**config.mk**
```make
export PLATFORM = sky130hd
export DESIGN_NAME = serial_audio_rx
export DESIGN_NICKNAME = d
export VERILOG_FILES = /design/src/rtl/sa_rx_pkg.sv /design/src/rtl/sa_frame_tracker.sv /design/src/rtl/sa_lane_deser.sv /design/src/rtl/serial_audio_rx.sv
export SDC_FILE = /design/constraint.sdc
export NUM_CORES = 1
export LEC_CHECK = 0
export CAP_MARGIN = 5
export CORE_MARGIN = 1.5
export CORE_UTILIZATION = 40
export CTS_BUF_LIST = sky130_fd_sc_hd__clkbuf_16
export DETAILED_ROUTE_END_ITERATION = 12
export PLACE_DENSITY = 0.65
export SLEW_MARGIN = 20
export SYNTH_ARGS = -nofsm -noshare
export SYNTH_HDL_FRONTEND = slang
export SYNTH_SLANG_ARGS = --single-unit
```
**constraint.sdc**
```tcl
create_clock -name bclk -period 2.6 [get_ports bclk]
set_input_delay 0.26 -clock bclk [delete_from_list [all_inputs] [get_ports bclk]]
set_output_delay 0.26 -clock bclk [all_outputs]
set_load 0.005 [all_outputs]
```
**src/rtl/sa_rx_pkg.sv**
```systemverilog
package sa_rx_pkg;
    typedef enum logic {
        FMT_I2S = 1'b0,
        FMT_LJ  = 1'b1
    } frame_fmt_e;
endpackage

```
**src/rtl/sa_frame_tracker.sv**
```systemverilog
module sa_frame_tracker #(
    parameter int MAX_W = 32,
    parameter int LEN_W = $clog2(MAX_W + 1)
) (
    input  logic             clk,
    input  logic             rst_n,
    input  logic             ws,
    input  logic             fmt_lj,
    input  logic [LEN_W-1:0] word_len,
    output logic             start,
    output logic             take,
    output logic             emit,
    output logic             cur_right,
    output logic [LEN_W-1:0] bit_pos,
    output logic [LEN_W-1:0] eff_len
);
    import sa_rx_pkg::*;

    typedef struct packed {
        logic             ws;
        logic             seen;
        logic             trans;
        logic             active;
        logic             right;
        logic [LEN_W-1:0] cnt;
    } trk_t;

    trk_t s_d, s_q;
    logic trans;
    logic is_lj;

    always_comb begin
        is_lj   = (frame_fmt_e'(fmt_lj) == FMT_LJ);
        eff_len = ((word_len == '0) || (word_len > LEN_W'(MAX_W))) ? LEN_W'(MAX_W) : word_len;
        // a level change seen on this edge versus the previous one
        trans   = s_q.seen && (ws != s_q.ws);
        // left-justified begins on the change, I2S one edge later
        start   = is_lj ? trans : s_q.trans;
        emit    = start && s_q.active;
        take    = start || (s_q.active && (s_q.cnt < eff_len));
        bit_pos = start ? (eff_len - LEN_W'(1)) : (eff_len - LEN_W'(1) - s_q.cnt);
        cur_right = s_q.right;

        s_d       = s_q;
        s_d.ws    = ws;
        s_d.seen  = 1'b1;
        s_d.trans = trans;
        if (start) begin
            s_d.active = 1'b1;
            s_d.cnt    = LEN_W'(1);
            s_d.right  = is_lj ? ~ws : s_q.ws;
        end else if (take) begin
            s_d.cnt = s_q.cnt + LEN_W'(1);
        end
    end

    always_ff @(posedge clk or negedge rst_n) begin
        if (!rst_n) s_q <= '0;
        else        s_q <= s_d;
    end

    // the slot counter never runs past the configured width
    assert_len_cap_R7: assert property (@(posedge clk) disable iff (!rst_n)
        s_q.cnt <= eff_len);

    // a written slot always lands inside the sample field
    assert_pos_in_field_R6: assert property (@(posedge clk) disable iff (!rst_n)
        take |-> (bit_pos < eff_len));
endmodule

```
**src/rtl/sa_lane_deser.sv**
```systemverilog
module sa_lane_deser #(
    parameter int MAX_W = 32,
    parameter int LEN_W = $clog2(MAX_W + 1)
) (
    input  logic             clk,
    input  logic             rst_n,
    input  logic             sd,
    input  logic             start,
    input  logic             take,
    input  logic [LEN_W-1:0] bit_pos,
    output logic [MAX_W-1:0] word
);
    localparam int IDX_W = (MAX_W > 1) ? $clog2(MAX_W) : 1;

    logic [MAX_W-1:0] acc_d, acc_q;

    always_comb begin
        acc_d = acc_q;
        if (start) acc_d = '0;
        if (take)  acc_d[bit_pos[IDX_W-1:0]] = sd;
    end

    always_ff @(posedge clk or negedge rst_n) begin
        if (!rst_n) acc_q <= '0;
        else        acc_q <= acc_d;
    end

    assign word = acc_q;
endmodule

```
**src/rtl/serial_audio_rx.sv**
```systemverilog
module serial_audio_rx #(
    parameter int LANES = 4,
    parameter int MAX_W = 32,
    parameter int LEN_W = $clog2(MAX_W + 1)
) (
    input  logic                   bclk,
    input  logic                   rst_n,
    input  logic                   ws,
    input  logic [LANES-1:0]       sd,
    input  logic                   fmt_lj,
    input  logic [LEN_W-1:0]       word_len,
    output logic                   smp_valid,
    output logic                   smp_right,
    output logic [LANES*MAX_W-1:0] smp_data
);
    localparam int DATA_W = LANES * MAX_W;

    typedef struct packed {
        logic              valid;
        logic              right;
        logic [DATA_W-1:0] data;
    } out_t;

    logic             start, take, emit, cur_right;
    logic [LEN_W-1:0] bit_pos, eff_len;
    logic [DATA_W-1:0] lane_words;
    out_t o_d, o_q;

    sa_frame_tracker #(.MAX_W(MAX_W), .LEN_W(LEN_W)) u_trk (
        .clk(bclk), .rst_n(rst_n), .ws(ws), .fmt_lj(fmt_lj), .word_len(word_len),
        .start(start), .take(take), .emit(emit), .cur_right(cur_right),
        .bit_pos(bit_pos), .eff_len(eff_len)
    );

    for (genvar g = 0; g < LANES; g++) begin : g_lane
        sa_lane_deser #(.MAX_W(MAX_W), .LEN_W(LEN_W)) u_lane (
            .clk(bclk), .rst_n(rst_n), .sd(sd[g]), .start(start), .take(take),
            .bit_pos(bit_pos), .word(lane_words[g*MAX_W +: MAX_W])
        );

        // nothing above the sample width in any lane field
        assert_upper_zero_R6: assert property (@(posedge bclk) disable iff (!rst_n)
            smp_valid |-> ((smp_data[g*MAX_W +: MAX_W] >> eff_len) == '0));
    end

    always_comb begin
        o_d       = o_q;
        o_d.valid = emit;
        if (emit) begin
            o_d.right = cur_right;
            o_d.data  = lane_words;
        end
    end

    always_ff @(posedge bclk or negedge rst_n) begin
        if (!rst_n) o_q <= '0;
        else        o_q <= o_d;
    end

    assign smp_valid = o_q.valid;
    assign smp_right = o_q.right;
    assign smp_data  = o_q.data;

    // delivery strobe lasts exactly one cycle
    assert_single_pulse_R9: assert property (@(posedge bclk) disable iff (!rst_n)
        smp_valid |=> !smp_valid);

    // I2S tag is the opposite of the word-select level now in force
    assert_i2s_chan_R4: assert property (@(posedge bclk) disable iff (!rst_n)
        (smp_valid && !fmt_lj) |-> (smp_right == !ws));

    // left-justified tag equals the word-select level now in force
    assert_lj_chan_R5: assert property (@(posedge bclk) disable iff (!rst_n)
        (smp_valid && fmt_lj) |-> (smp_right == ws));
endmodule

```
## Word level (Yosys, flattened, before mapping)

Cells that the tools add are included.

| cells by class | value |
|---|---|
| $lt $le $gt $ge | 4 |
| reductions and logical operators | 8 |
| multiplexer cells | 20 |
| eq/ne operators | 1 |
| bitwise logic cells | 1 |
| $add $sub $neg | 3 |

Operators with widths:

| kind | count |
|---|---|
| $mux W32 | 8 |
| $bwmux W32 | 4 |
| $mux W6 | 3 |
| $add A6 B1 Y6 const B | 1 |
| $gt A6 B6 Y1 const B | 1 |
| $logic_not A6 Y1 | 1 |
| $lt A5 B6 Y1 const B | 1 |
| $lt A6 B6 Y1 | 1 |
| $demux W1 S5 | 1 |
| $ge A5 B1 Y1 const B | 1 |
| $mux W5 | 1 |
| $sub A5 B1 Y5 const B | 1 |
| $sub A5 B5 Y5 | 1 |
| $logic_and A1 B1 Y1 | 4 |
| $mux W1 | 3 |
| $logic_or A1 B1 Y1 | 2 |
| $reduce_bool A2 Y1 | 1 |
| $ne A1 B1 Y1 | 1 |
| $not A1 Y1 | 1 |

| storage, ports and cells | value |
|---|---|
| output and inout bits | 130 |
| register bits | 269 |
| input bits | 14 |

## Depth between registers and ports, before layout

Gate-level depths: netlist of run 1.

| logic depth | value |
|---|---|
| depth after elaboration | 12 |
| depth in mapped cells | 15 |
| depth with buffers taken out | 10 |

## Hierarchy

A second synthesis of run 1 with hierarchy kept.

| unflattened totals | value |
|---|---|
| cells, all modules | 1015 |
| area total of the unflattened synthesis | 12618.4 um2 |

By module, submodules not included:

| module | cells an instance | times used | area each (um2) | sequential area each (um2) |
|---|---|---|---|---|
| sa_lane_deser | 156 | 4 | 1689.1 | 800.8 |
| serial_audio_rx | 273 | 1 | 4857.2 | 3253.1 |
| sa_frame_tracker | 118 | 1 | 1004.7 | 275.3 |

## Least setup slack after synthesis of run 1

Ideal clock, no wire load.

| timing path | value |
|---|---|
| path type | input to register |
| start | input word_len[5] |
| end | register g_lane[2].u_lane.acc_q[0] |
| setup slack | -570 ps |
| stages | 11 |
| path buffers | 2 |
| arrival time | 3103 ps |
| required time | 2532 ps |
| cell sequence | clkbuf_1 nand2b_1 ha_1 fa_1 nand2b_1 a21oi_2 xnor2_4 xor2_4 o41ai_4 buf_6 a32o_1 |

| between the ends | value |
|---|---|
| word-level cells in the longest chain between the ends | 12 |

RTL lines:

| what | RTL line | source |
|---|---|---|
| start: declaration | serial_audio_rx.sv:11 | `input logic [LEN_W-1:0] word_len,` |
| $gt A6 B6 Y1 / $logic_not A6 Y1 (equally long branches) | sa_frame_tracker.sv:34 | `eff_len = ((word_len == '0) \|\| (word_len > LEN_W'(MAX_W))) ? LEN_W'(MAX_W) : word_len;` |
| $logic_or A1 B1 Y1 | sa_frame_tracker.sv:34 |  |
| $mux W6 * | sa_frame_tracker.sv:34 |  |
| $sub A5 B1 Y5 | sa_frame_tracker.sv:41 | `bit_pos = start ? (eff_len - LEN_W'(1)) : (eff_len - LEN_W'(1) - s_q.cnt);` |
| $sub A5 B5 Y5 | sa_frame_tracker.sv:41 |  |
| $mux W5 | sa_frame_tracker.sv:41 |  |
| $lt A5 B6 Y1 (implied by the code) / $ge A5 B1 Y1 (equally long branches) | sa_lane_deser.sv:20 | `if (take) acc_d[bit_pos[IDX_W-1:0]] = sd;` |
| $logic_and A1 B1 Y1 (implied by the code) | sa_lane_deser.sv:20 |  |
| $mux W1 (implied by the code) | sa_lane_deser.sv:20 |  |
| $demux W1 S5 | - |  |
| $bwmux W32 | sa_lane_deser.sv:20 |  |
| $mux W32 * | sa_lane_deser.sv:20 |  |
| named net g_lane[2].u_lane.acc_d[0] | sa_lane_deser.sv:15 | `logic [MAX_W-1:0] acc_d, acc_q;` |
| end signal: assignment | sa_lane_deser.sv:24 | `if (!rst_n) acc_q <= '0;` |
| end signal: assignment | sa_lane_deser.sv:25 | `else acc_q <= acc_d;` |
| end: declaration | sa_lane_deser.sv:15 |  |

The timed path passes the listed nets; every way through them passes the cells marked *.
A chain may end at the register's enable or synchronous reset.

## Worst setup path in the final report of run 1

| timing path | value |
|---|---|
| start | register u_trk.s_q[0] (netlist name) |
| end | register g_lane[0].u_lane.acc_q[21] |

| between the ends | value |
|---|---|
| word-level cells in the longest chain between the ends | 8 |

RTL lines:

| what | RTL line | source |
|---|---|---|
| start: declaration | sa_frame_tracker.sv:28 | `trk_t s_d, s_q;` |
| $sub A5 B5 Y5 | sa_frame_tracker.sv:41 |  |
| $mux W5 | sa_frame_tracker.sv:41 |  |
| $lt A5 B6 Y1 (implied by the code) / $ge A5 B1 Y1 (equally long branches) | sa_lane_deser.sv:20 |  |
| $logic_and A1 B1 Y1 (implied by the code) | sa_lane_deser.sv:20 |  |
| $mux W1 (implied by the code) | sa_lane_deser.sv:20 |  |
| $demux W1 S5 | - |  |
| $bwmux W32 | sa_lane_deser.sv:20 |  |
| $mux W32 * | sa_lane_deser.sv:20 |  |
| named net g_lane[0].u_lane.acc_d[21] | sa_lane_deser.sv:15 |  |
| end signal: assignment | sa_lane_deser.sv:24 |  |
| end signal: assignment | sa_lane_deser.sv:25 |  |
| end: declaration | sa_lane_deser.sv:15 |  |

Marked as above.

==> reports/metrics.yaml, run 1 <==
clock_tree:
  root_buffer: "clkbuf_16"
  cts_max_path_buffers: 3
  cts.reportedPaths.clkPinSlew_ps: 60
  cts_tree: "built"
  numCtsBuffers: 28
  cts_sinks: 269
  htree_num_levels: 1
  worst_skew_pair.late_latency_ps: 550
route:
  postRouteAntennaNets: 0
  drc: 0
  first_pass_iters: 5
  drtIter0Drc: 427
  wire_per_inst_um: 20.2
  wl_mm: 29.1
  via_per_inst: 5.47
  vias: 7851
critical_path:
  crit_path_max_incr_delay_ps: 410
  crit_chain: "ha_2, fa_2, buf_6, xnor2_4, a31oi_1, and3_4, a2bb2oi_4, buf_6, nor4_4, buf_4, a22o_1"
  cp_max_fo: 5
  critPathArrivalTime_ps: 3020
  reg2reg_slack_ps: 7
  slowest_stage: "dfrtp_1"
  start_kind: "flip-flop"
  path_buf_inv: 3
  critPathTopFamily: "compound AO/OA/AOI/OAI gates"
  cp.required_ps: 3030
  end_kind: "flip-flop"
  cpMostUsedCell: "buf_6"
  critPathKind: "reg -> reg"
synth:
  synthDistinctLibCells: 65
  synth_cells: 806
  synth_nets: 833
  synth_seq_cells: 269
  synth-main-ff-cell: "dfrtp_1"
  synth_edf_count: 0
  ys_warn_count: 0
  async_flop_share: 1.00
  post_synth.cell_area_avg_um2: 14.0
  ys_seq_area_frac: 0.596
  syn-cell-area_um2: 11300
die:
  die-area_um2: 29200
  initial_core_util: 0.406
  die_x_um: 171
  die_height_um: 171
  core-area_um2: 27800
  rows: 61
  io_pins: 144
global_routing:
  grt_max_degree: 82
  grt_pass1_wl_mm: 45.7
  grtUsageTotal: 0.199
  overflow: 0
  grt_pass1_vias: 7927
  antenna_found_initial: 0
sta:
  fin_crit_sh: 0.997
  slew_violations: 0
  fin_hold_ws_ps: 230
  rsz0062_at_grt: "true"
  worst_pin_slew_ps: 721
  clock_skew_ps: 17.4
  fmax_mhz: 386
  slew_headroom: 0.518
  timing.final.hold_violations: 0
  min_period_ps: 2590
  finalSetupViolations: 0
finish:
  mostFrequentLayoutCells: "dfrtp_1 (268), clkdlybuf4s50_1 (137), mux2_2 (129)"
  areaGrowthSynthToFinish_pct: 39.2
  final_util: 0.566
  drive_above_1_share: 0.359
  stdcell_area_um2: 15700
  layout.nets: 1062
  antenna_cells: 0
  nFillCells: 2276
  final_common_cell: "dfrtp_1"
placed_design:
  postPlaceCellArea_um2: 14200
  place_congestion: 0.856
  hpwl_mm: 19.8
  port-buffer-count: 143
power:
  p_leak_nw: 7.08
  peakVddDrop_v: 0.000641
  p_per_area_nw_per_um2: 1200
flow_run:
  max_cap_violations: 0
outcome:
  run_status: "finished, final reports clean"
hold_path:
  min_path_type: "in -> async"
-- worst paths after layout --
check | from | cells past startpoint | to
setup / recovery | u_trk.s_q[0] | 11 | g_lane[0].u_lane.word[21]
min in group bclk | ws | 1 | u_trk.s_q[10]
hold reg to reg | u_trk.cur_right | 2 | u_trk.cur_right
hold / removal | rst_n | 2 | smp_data[49]
max in group asynchronous | rst_n | 3 | u_trk.s_q[1]
setup reg to reg | u_trk.s_q[0] | 11 | g_lane[0].u_lane.word[21]
-- timing repair --
item,in CTS,in global routing
endpoints found under the setup margin,129,120
setup buffers,5,5
gates cloned,0,1
hold endpoints to repair,55,0
pin swaps,10,17
resized for setup,18,39
hold buffers,1,0
-- per-stage QoR --
| stage | instances | setup TNS [ps] | setup WS, ps | power [mW] |
|---|---|---|---|---|
| detailed placement | 1371 | -92840 | -759 | 13.6 |
| finish | 1435 | 0 | 7.23 | 18.8 |
| floorplan | 806 | -29720 | -294 | 9.91 |
| global placement | 1371 | -88940 | -749 | 13.5 |
| global route | 1435 | -3370 | -78.9 | 19.8 |
| CTS | 1429 | 0 | 9.01 | 18.5 |
-- power by group --
part	switching [mW]	leakage, nW	internal, mW	total [mW]
clock network	1.71	0.541	2.97	4.68
registers	1.00	3.68	5.68	6.68
logic	3.29	2.85	4.16	7.45
-- worst reg2reg max path: cells and delay by family, from the launching register on --
family          cells  cell delay (ps)
xor+xnor            1              150
compound gates      3              630
fa+ha+maj           2              560
simple gates        2              280
buf+inv             3              460
flops               1              410
-- cell families (layout without fill, tap and decap cells) --
family,Yosys count,count (layout),synth area share
and+or+nand+nor,98,98,0.0481
adders and majority gates,13,13,0.0151
muxes,132,132,0.131
AOI/OAI and AO/OA,208,208,0.164
DFF,269,269,0.596
xor gates and xnor gates,12,12,0.0150
other,1,1,0.000332
buffers and inverters,73,324,0.0303
-- synth_stat cells (3+ instances only) --
| library cell | count | area share |
|---|---|---|
| a31oi_1 | 33 | 0.018 |
| buf_2 | 26 | 0.012 |
| a21oi_1 | 5 | 0.0022 |
| a32o_1 | 84 | 0.074 |
| mux2i_1 | 3 | 0.0027 |
| nor3_1 | 3 | 0.0013 |
| and3_1 | 4 | 0.0022 |
| dfrtp_1 | 269 | 0.60 |
| buf_6 | 3 | 0.0030 |
| o22ai_1 | 8 | 0.0044 |
| nor2b_1 | 4 | 0.0022 |
| nand3_1 | 4 | 0.0018 |
| nand2_1 | 29 | 0.0096 |
| mux2_2 | 129 | 0.13 |
| o211ai_1 | 4 | 0.0027 |
| ha_1 | 12 | 0.013 |
| o21ai_0 | 8 | 0.0035 |
| clkbuf_1 | 26 | 0.0086 |
| a22o_1 | 21 | 0.016 |
| nand2b_1 | 15 | 0.0083 |
| o2bb2ai_1 | 19 | 0.015 |
| buf_4 | 3 | 0.0020 |
| nor4_2 | 5 | 0.0055 |
| nor2_1 | 18 | 0.0060 |
| inv_1 | 11 | 0.0037 |
| xnor2_1 | 6 | 0.0047 |
| o41ai_4 | 3 | 0.0073 |
-- sequential cells by signal, indices dropped and copies added (netlist names) --
signal / flops
g_lane.u_lane.word: 128
smp_data: 128
smp_right: 1
smp_valid: 1
u_trk.cur_right: 1
u_trk.s_q: 10
-- final cells by class --
| type | count | area [um2] | area share |
|---|---|---|---|
| multi-input cells | 464 | 4750 | 0.302 |
| flip-flops and latches | 269 | 6730 | 0.428 |
| well taps | 378 | 473 | 0.0301 |
| repair buffers | 260 | 2610 | 0.166 |
| clock buffers | 28 | 701 | 0.0446 |
| clock inverters | 24 | 402 | 0.0256 |
| inverters | 12 | 45.0 | 0.00287 |
-- metal layers --
metal	GRT usage	wire, um	up-vias
li1	-	-	3570
met1	0.286	13700	4042
met2	0.318	13600	197
met3	0.0236	1100	42
met4	0.0580	654	0
met5	0	0	-
Power figures use the tool's default switching activity.
==> inputs of run 2 (changes only) <==
Settings changed: GPL_TIMING_DRIVEN set to 1.
==> results of run 2 <==
The final DEF is identical to that of run 1; final timing and power are the same.
==> inputs of run 3 (changes only) <==
Settings changed: PLACE_DENSITY 0.65 to 0.63.
Clock period 2.6 ns to 2.8 ns, I/O delays scaled along.
==> run 3 against run 2 <==
First-iteration DRC count up 0.94%. Final cell count down 0.98%. Register-to-register slack better by 110 ps. Worst setup slack better by 110 ps. Global-route usage up 0.064 points. Sequential power down 7.8%. Critical path depth down 1. Die area unchanged. Total power down 15%. Core utilization down 2.2 points. Count of clock-buffer cells in the layout unchanged. Critical path type unchanged. Largest cell class unchanged.
==> reports/metrics.yaml, run 3 (synthesis results as in run 1) <==
critical_path:
  ff2ff_path_depth: 10  # -1
  start_kind: "flip-flop"
  end_kind: "flip-flop"
  critPathKind: "reg -> reg"
  cp.required_ps: 3290  # +260 ps
  crit-reg2reg-launch: "u_trk.s_q[0]"
  reg2reg_slack_ps: 120  # +110 ps
  slowest_stage: "dfrtp_1"
  timing.rr.end: "g_lane[2].u_lane.word[2]"
  cp_max_fo: 19  # +14
  cpMostUsedCell: "buf_12"
  crit_chain: "ha_1, fa_2, nand2b_4, a21oi_4, xnor2_4, xor2_4, buf_12, o41ai_4, buf_12, a32o_1"
  crit_path_max_incr_delay_ps: 390  # -20 ps
  critPathArrivalTime_ps: 3170  # +150 ps
finish:
  stdcell_area_um2: 15100  # -4.0%
  drive_above_1_share: 0.327  # -0.0316
  antenna_cells: 0  # unchanged
  nFillCells: 2364  # +3.9%
  areaGrowthSynthToFinish_pct: 33.7
  seq_area_um2: 6730  # about the same
  multi_input_area_um2: 4600  # -3.1%
  final_common_cell: "dfrtp_1"
  layout.nets: 1049  # -1.2%
  mostFrequentLayoutCells: "dfrtp_1 (269), clkdlybuf4s50_1 (138), mux2_2 (129)"
clock_tree:
  root_buffer: "clkbuf_16"
  worst_skew_pair.late_latency_ps: 560  # about the same
  numCtsBuffers: 28  # unchanged
  cts_max_path_buffers: 3  # unchanged
  cts.reportedPaths.clkPinSlew_ps: 60  # about the same
  cts_tree: "built"
  htree_num_levels: 1  # unchanged
  cts_sinks: 269  # unchanged
global_routing:
  antenna_found_initial: 0  # unchanged
  grt_pass1_vias: 7944  # +0.21%
  grt_pass1_wl_mm: 45.5  # -0.47%
  overflow: 0  # unchanged
  grt_max_degree: 74  # -9.8%
  grtUsageTotal: 0.200  # +0.000637
die:
  rows: 61  # unchanged
  die-area_um2: 29200  # unchanged
  die_x_um: 171  # unchanged
  initial_core_util: 0.406  # unchanged
  io_pins: 144  # unchanged
  core-area_um2: 27800  # unchanged
  die_height_um: 171  # unchanged
placed_design:
  postPlaceCellArea_um2: 14100  # -0.87%
  hpwl_mm: 19.4  # -1.9%
  place_congestion: 0.867  # +1.3%
  port-buffer-count: 143  # unchanged
power:
  switchingPower_mw: 5.33  # -11%
  combPwrFrac: 0.406  # +0.010
  power_frac_seq: 0.384  # +0.029
  p_int_mw: 10.7  # -16%
  p_per_area_nw_per_um2: 1060  # -11%
  peakVddDrop_v: 0.000557  # -13%
  p_leak_nw: 6.84  # -3.4%
  totalPowerFinal_mw: 16.0  # -15%
  swShare: 0.333  # +0.0135
  p_clk_frac: 0.210  # -0.039
route:
  via_per_inst: 5.47  # about the same
  met1_length_mm: 13.5  # -1.1%
  wl_mm: 28.6  # -1.5%
  first_pass_iters: 5  # unchanged
  wl_met2_mm: 13.3  # -2.0%
  drc: 0  # unchanged
  vias: 7776  # -0.96%
  dr_wl_met3_mm: 1.22  # +11%
  wire_per_inst_um: 20.1  # -0.54%
  postRouteAntennaNets: 0  # unchanged
  top_layer_used: "met4"
  drtIter0Drc: 431  # +0.94%
sta:
  slew_headroom: 0.566  # +0.0482
  fmax_mhz: 373  # -3.3%
  rsz0062_at_grt: "false"
  fin_crit_sh: 0.957  # -0.0401
  finalSetupViolations: 0  # unchanged
  slew_violations: 0  # unchanged
  min_period_ps: 2680  # +87.2 ps
  timing.final.hold_violations: 0  # unchanged
  clock_skew_ps: 9.78  # -7.59 ps
  worst_pin_slew_ps: 647  # -73.1 ps
flow_run:
  max_cap_violations: 0  # unchanged
hold_path:
  min_path_type: "in -> reg"
  hold_depth: 1
  whs_endpoint: "u_trk.s_q[10]"
  worstHoldStart: "ws"
outcome:
  run_status: "finished, final reports clean"
-- run 3: cell types whose count changed in the layout (fill, tap and decap cells not counted), moves of 3 or more --
cell	before	now
clkinv_1	2	8
o2bb2ai_1	14	18
dlygate4sd2_1	5	2
bufinv_16	10	0
a31oi_1	11	18
clkinv_2	4	11
nor4_2	1	5
a31oi_2	19	13
buf_6	7	2
o2bb2ai_2	4	1
nor4_4	4	1
buf_12	20	15
-- run 3: cell type report --
class / instances / share of cell area
Clock buffer: 28 / 0.0464
Clock inverter: 23 / 0.00862
Inverter: 12 / 0.00298
Multi-Input combinational cell: 465 / 0.305
Sequential cell: 269 / 0.446
Tap cell: 378 / 0.0313
Timing Repair Buffer: 246 / 0.160
-- run 3: power groups by stage --
| stage | logic (mW) | clock network (mW) | registers, mW |
|---|---|---|---|
| floorplan | 3.19 | 0 | 5.97 |
| finish | 6.51 | 3.37 | 6.16 |
| CTS | 6.39 | 3.43 | 6.18 |
| global placement | 6.13 | 0 | 6.22 |
| global route | 6.97 | 3.62 | 6.34 |
| detailed placement | 6.24 | 0 | 6.23 |
-- run 3: stage by stage --
stage / TNS (ps) / hold WS, ps / std cells / setup WS, ps / utilization
3_3_place_gp: -67950 / 285 / 1366 / -618 / 0.506
4_1_cts: 0 / 254 / 1420 / 18.5 / 0.540
6_report: 0 / 255 / 1421 / 120 / 0.543
2_1_floorplan: -7940 / -15.6 / 806 / -114 / -
3_5_place_dp: -73510 / 285 / 1366 / -636 / 0.506
5_1_grt: 0 / 263 / 1421 / 9.37 / 0.543
-- run 3: worst max path at each step --
| stage | start | to | slack, ps |
|---|---|---|---|
| 2_1_floorplan | word_len[5] | g_lane[3].u_lane.word[13] | -110 |
| 6_report | u_trk.s_q[0] | g_lane[2].u_lane.word[2] | 120 |
| 3_5_place_dp | word_len[5] | g_lane[2].u_lane.word[23] | -640 |
| 3_3_place_gp | word_len[5] | g_lane[1].u_lane.word[10] | -620 |
| 5_1_grt | u_trk.s_q[0] | g_lane[2].u_lane.word[20] | 9 |
| 4_1_cts | word_len[0] | g_lane[2].u_lane.word[23] | 20 |
-- run 3: metal layers --
| layer | vias to the layer above | global-route usage |
|---|---|---|
| met5 | - | 0 |
| met4 | 0 | 0.0481 |
| met3 | 38 | 0.0259 |
| met2 | 195 | 0.326 |
| met1 | 4004 | 0.284 |
| li1 | 3539 | - |
-- run 3: worst max-delay path, delay by kind of cell (launching register included) --
family | cells | cell delay, ps
buffers and inverters | 2 | 360
adders and majority gates | 2 | 610
xor gates and xnor gates | 2 | 370
AOI/OAI and AO/OA | 3 | 710
DFF | 1 | 390
and+or+nand+nor | 1 | 160
-- run 3: what timing repair did --
action / 4_1_cts / 5_1_grt
resized for setup: 15 / 14
cloned: 1 / 0
hold buffers: 1 / 0
endpoints found under the setup margin: 83 / 123
hold endpoints to repair: 69 / 0
buffers inserted: 1 / 1
pin swaps: 6 / 4
